File: config.mk
export PLATFORM = sky130hd
export DESIGN_NAME = flash_read_port
export DESIGN_NICKNAME = d
export VERILOG_FILES = /design/src/rtl/flash_read_port.sv
export SDC_FILE = /design/constraint.sdc
export NUM_CORES = 1
export LEC_CHECK = 0
export ABC_AREA = 1
export BUFFER_PORTS_ARGS = -buffer_cell sky130_fd_sc_hd__buf_2
export CAP_MARGIN = 20
export CORE_MARGIN = 3
export CORE_UTILIZATION = 41
export DETAILED_ROUTE_END_ITERATION = 6
export PLACE_DENSITY = 0.64
export SLEW_MARGIN = 20
export SYNTH_ARGS = -nofsm -noshare
export SYNTH_HDL_FRONTEND = slang
export SYNTH_SLANG_ARGS = --single-unit
export TNS_END_PERCENT = 5
File: constraint.sdc
create_clock -name clk -period 1.8 [get_ports clk]
set_input_delay 0.18 -clock clk [delete_from_list [all_inputs] [get_ports clk]]
set_output_delay 0.18 -clock clk [all_outputs]
set_load 0.01 [all_outputs]
File: src/rtl/flash_read_port.sv
module flash_read_port #(
  parameter int          ADDR_W = 6,
  parameter logic [7:0]  MFR_ID = 8'h2C,
  parameter logic [7:0]  DEV_ID = 8'hA7
) (
  input  logic              clk,
  input  logic              rst_n,
  input  logic              ce_n,
  input  logic              oe_n,
  input  logic              we_n,
  input  logic              byte_n,
  input  logic [ADDR_W-1:0] addr,
  input  logic              dq15_in,
  input  logic [1:0]        mode,
  input  logic              busy,
  input  logic [7:0]        stat_in,
  input  logic              ld_en,
  input  logic [ADDR_W-1:0] ld_addr,
  input  logic [15:0]       ld_data,
  output logic [15:0]       dq_out,
  output logic [15:0]       dq_oe
);
  localparam int         DEPTH    = 1 << ADDR_W;
  localparam logic [1:0] MD_STAT  = 2'b01;
  localparam logic [1:0] MD_ID    = 2'b10;
  localparam logic [15:0] OE_WORD = 16'hFFFF;
  localparam logic [15:0] OE_BYTE = 16'h00FF;

  logic [15:0] mem [DEPTH];
  logic        rd_prev;
  logic [7:0]  stat_q;
  logic [15:0] nxt_dat, nxt_oe;

  always_ff @(posedge clk)
    if (ld_en) mem[ld_addr] <= ld_data;

  wire        rd_act = we_n & ~oe_n & ~ce_n;
  wire        snap   = rd_act & ~rd_prev;
  wire [7:0]  stat_v = snap ? stat_in : stat_q;
  wire [1:0]  eff    = busy ? MD_STAT : mode;
  wire [15:0] word   = mem[addr];
  wire [7:0]  id_lo  = addr[0] ? DEV_ID : MFR_ID;
  wire [7:0]  id_hi  = addr[0] ? 8'h88 : 8'h00;
  wire [7:0]  arr_b  = dq15_in ? word[15:8] : word[7:0];

  always_comb begin
    nxt_oe  = '0;
    nxt_dat = '0;
    if (rd_act) begin
      nxt_oe = byte_n ? OE_WORD : OE_BYTE;
      case (eff)
        MD_STAT: nxt_dat = {8'h00, stat_v};
        MD_ID:   nxt_dat = byte_n ? {id_hi, id_lo} : {8'h00, id_lo};
        default: nxt_dat = byte_n ? word : {8'h00, arr_b};
      endcase
    end
  end

  always_ff @(posedge clk or negedge rst_n)
    if (!rst_n) begin
      rd_prev <= 1'b0;
      stat_q  <= '0;
      dq_oe   <= '0;
      dq_out  <= '0;
    end else begin
      rd_prev <= rd_act;
      if (snap) stat_q <= stat_in;
      dq_oe   <= nxt_oe;
      dq_out  <= nxt_dat;
    end


  idle_hiz_chk: assert property (@(posedge clk) disable iff (!rst_n)
    !rd_act |=> dq_oe == 16'h0000);

  word_drive_chk: assert property (@(posedge clk) disable iff (!rst_n)
    (rd_act && byte_n) |=> dq_oe == 16'hFFFF);

  byte_drive_chk: assert property (@(posedge clk) disable iff (!rst_n)
    (rd_act && !byte_n) |=> dq_oe == 16'h00FF);

  stat_upper_chk: assert property (@(posedge clk) disable iff (!rst_n)
    (rd_act && byte_n && (busy || mode == 2'b01)) |=> dq_out[15:8] == 8'h00);

  stat_hold_chk: assert property (@(posedge clk) disable iff (!rst_n)
    (rd_act && rd_prev) |=> $stable(stat_q));

  id_dev_chk: assert property (@(posedge clk) disable iff (!rst_n)
    (rd_act && byte_n && !busy && mode == 2'b10 && addr[0]) |=> dq_out == {8'h88, DEV_ID});
endmodule

==> flow_summary_export.csv <==
group,metric,value,unit
route,initialDrtViolationCount,3403,
global_routing,grt_pass1_vias,27790,
sta,timing.setup.tns,0,ns
logic_synthesis,synth_area,42900,um2
sta,min_period,1.77,ns
logic_synthesis,synth_seq_cells,1050,
sta,final-hold-violation-count,0,
route,post_drt_via_cell_ratio,5.41,
clocking,root_buffer,"sky130_fd_sc_hd__clkbuf_16",
clocking,cts_tree,"built",
layout,finalNetCount,3947,
status,run_status,"complete, no violations",
sta,final-max-slew-violation-count,0,
die,num_rows,118,
flow_run,max_cap_viol_count,0,
route,routed_wire_length_per_instance,21.7,um
pwr,power-per-cell-area,1020,nW/um2
layout,fill_cells,8917,
layout,layout-area-overhead-vs-synth,18.7,%
logic_synthesis,ys.flop_type,"sky130_fd_sc_hd__edfxtp_1",
clocking,clkSinkCount,1050,
logic_synthesis,synth_enable_flop_cells,1024,
clocking,clk_transition_reported_paths,0.06,ns
clocking,numCtsBuffers,107,
layout,final-seq-area,31400,um2
placed_design,hpwl,70100,um
clocking,cts_htree_levels,3,
clocking,cts_post_setup_buffers_inserted,0,
die,floorplan.die.width,329,um
placed_design,io_buffer_count,78,
die,design.core.area,104000,um2
pwr,total_leakage_power,18.9,nW
sta,report.final.setup_viol,0,
sta,tightest_slew,0.842,ns
placed_design,gp_routability_congestion,0.882,
sta,period_share,98.4,%
die,floorplan.die_area,109000,um2
global_routing,grt.total_usage,21.3,%
sta,rsz0062_at_grt,"yes",
die,initial_cell_density_of_the_core,41.4,%
worst_setup_path,setup.worst_path.class,"reg -> reg",
worst_setup_path,crit_path_start_kind,"register",
logic_synthesis,synthesis.nets,3684,
sta,final.setup_skew,0.0301,ns
clocking,clk-insertion-delay-late,0.67,ns
global_routing,antenna_violations_before_repair,2,
logic_synthesis,async_set_or_reset_register_ratio_after_synthesis,2.48,%
sta,hold-worst-slack,0.00260,ns
logic_synthesis,yosys_warnings,0,
min_path,min-delay-path-class,"in -> reg",
route,antenna_violating_nets_post_route,0,
sta,timing.slew.headroom,43.9,%
worst_setup_path,cp.arrival,2.32,ns
sta,clock.fmax,564,MHz
worst_setup_path,worst-r2r-setup-slack,0.03,ns
clocking,cts_max_path_buffers,3,
die,chipHeight,329,um
pwr,max-vdd-ir-drop,0.669,mV
global_routing,global_route.overflow_total,0,
route,drt_pre_antenna_iters,6,
pwr,report.power.total,0.0520,W
logic_synthesis,yosysUniqueCellTypes,22,
layout,multi_input_comb_area,9920,um2
logic_synthesis,syn_inst,3635,
route,num_vias,29064,
worst_setup_path,crit_required,2.35,ns
die,design.portCount,79,
global_routing,pin_count_of_the_biggest_net_entering_global_routing,65,
route,drt-total-wl,116000,um
logic_synthesis,post_synth.cell_area_avg,11.8,um2
logic_synthesis,synth.yosys.seq_area_share,73.2,%
layout,post_route_cells_drive_above_1_share,13.7,%
route,post-route-drc-count,0,
worst_setup_path,crit_path_end_kind,"register",
global_routing,grt_pass1_wl,174000,um
worst_setup_path,worstPathMaxFanout,2,
## cells in the mapped netlist (all sizes together), types with 8 or more instances
master,number,area (um2)
dfrtp,26,651
edfxtp,1024,30700
o21ai,11,55.1
buf,199,1330
clkbuf,42,158
nand3,896,4480
nor2,67,251
inv,39,146
a21oi,16,80.1
nand4,8,50.1
nand2,1300,4880
## layout by cell type (no fill, tap or decap), types with 2 or more instances in the layout
master | netlist | routed
sky130_fd_sc_hd__nand3_1 | 896 | 887
sky130_fd_sc_hd__o21ai_0 | 10 | 10
sky130_fd_sc_hd__inv_1 | 37 | 35
sky130_fd_sc_hd__inv_8 | 0 | 3
sky130_fd_sc_hd__diode_2 | 0 | 5
sky130_fd_sc_hd__clkinvlp_4 | 0 | 3
sky130_fd_sc_hd__clkbuf_8 | 0 | 7
sky130_fd_sc_hd__nor2_1 | 67 | 67
sky130_fd_sc_hd__dfrtp_1 | 26 | 26
sky130_fd_sc_hd__clkbuf_16 | 0 | 110
sky130_fd_sc_hd__clkbuf_1 | 42 | 28
sky130_fd_sc_hd__clkinv_2 | 0 | 22
sky130_fd_sc_hd__dlygate4sd3_1 | 0 | 14
sky130_fd_sc_hd__buf_4 | 26 | 177
sky130_fd_sc_hd__nand3_2 | 0 | 9
sky130_fd_sc_hd__buf_2 | 121 | 75
sky130_fd_sc_hd__nand4_1 | 8 | 8
sky130_fd_sc_hd__nand2_1 | 1300 | 1300
sky130_fd_sc_hd__a21oi_1 | 16 | 16
sky130_fd_sc_hd__bufinv_16 | 0 | 4
sky130_fd_sc_hd__buf_12 | 0 | 127
sky130_fd_sc_hd__edfxtp_1 | 1024 | 1024
sky130_fd_sc_hd__mux2_2 | 2 | 2
sky130_fd_sc_hd__clkinv_1 | 0 | 17
sky130_fd_sc_hd__ha_1 | 2 | 2
sky130_fd_sc_hd__buf_8 | 1 | 2
## power by group
group | internal [W] | switching [W]
Sequential | 0.0270 | 0.0000534
Clock | 0.0120 | 0.00901
Combinational | 0.00128 | 0.00264
Total | 0.0403 | 0.0117
## registers in the layout, summed over array words and instances (netlist names)
name	cells
mem	1024
dq_oe	2
dq_out	16
stat_q	8
## critical path, cell delays in order, from the launching register on
cell	delay, ns
sky130_fd_sc_hd__edfxtp_1	0.38
sky130_fd_sc_hd__nand2_1	0.11
sky130_fd_sc_hd__nand3_1	0.11
sky130_fd_sc_hd__nand3_1	0.09
sky130_fd_sc_hd__nand2_1	0.11
sky130_fd_sc_hd__nand2_1	0.08
sky130_fd_sc_hd__nand3_1	0.25
sky130_fd_sc_hd__nand3_1	0.21
sky130_fd_sc_hd__nand3_1	0.11
sky130_fd_sc_hd__nand3_1	0.12
sky130_fd_sc_hd__a21oi_1	0.07
## per-layer routing
layer  wire length, um  GRT usage (%)
met5                 0              0
met4              3600           6.96
met3             10500           3.44
met2             54600           34.3
met1             47500           29.7
## layout make-up
cell class | instances | share of cell area, %
Clock buffer | 145 | 5.80
Antenna cell | 5 | 0.0246
Timing Repair Buffer | 395 | 8.67
Clock inverter | 49 | 0.693
Inverter | 39 | 0.322
Multi-Input combinational cell | 2305 | 19.5
Sequential cell | 1050 | 61.6
Tap cell | 1380 | 3.39
## stage by stage
stage / setup slack (ns) / utilization (%) / std cells / area [um2]
5_1_grt: -0.00350 / 49.1 / 5363 / 50900
3_5_place_dp: -0.376 / 45.8 / 5155 / 47400
3_3_place_gp: -0.361 / 45.8 / 5155 / 47400
6_report: 0.0283 / 49.2 / 5368 / 50900
2_1_floorplan: -0.00809 / - / 3635 / 42900
4_1_cts: 0.0227 / 49.1 / 5363 / 50900
## worst paths after layout
kind | endpoint | from | depth (start not counted)
max reg2reg | dq_out[0] | mem[23][8] | 10
min reg2reg | stat_q[6] | stat_q[6] | 1
max in group asynchronous | dq_out[10] | rst_n | 2
min | mem[12][7] | ld_data[7] | 2
min in group asynchronous | stat_q[2] | rst_n | 2
max | dq_out[0] | mem[23][8] | 10
## what timing repair did
| item | 4_1_cts | 5_1_grt |
|---|---|---|
| hold buffers | 14 | 0 |
| hold endpoints to repair | 62 | 0 |
| setup endpoints to repair | 1 | 7 |
| resized for setup | 1 | 9 |
| pin swaps | 0 | 0 |
## logic make-up after synthesis
logic type / after synthesis / share of synthesized area, %
AND/OR/NAND/NOR: 2272 / 22.5
flip-flops: 1050 / 73.2
buffers and inverters: 280 / 3.81
AO/OA/AOI/OAI: 29 / 0.347
multiplexers: 2 / 0.0525
adder cells (fa/ha/maj): 2 / 0.0583
Power figures use the tool's default switching activity.
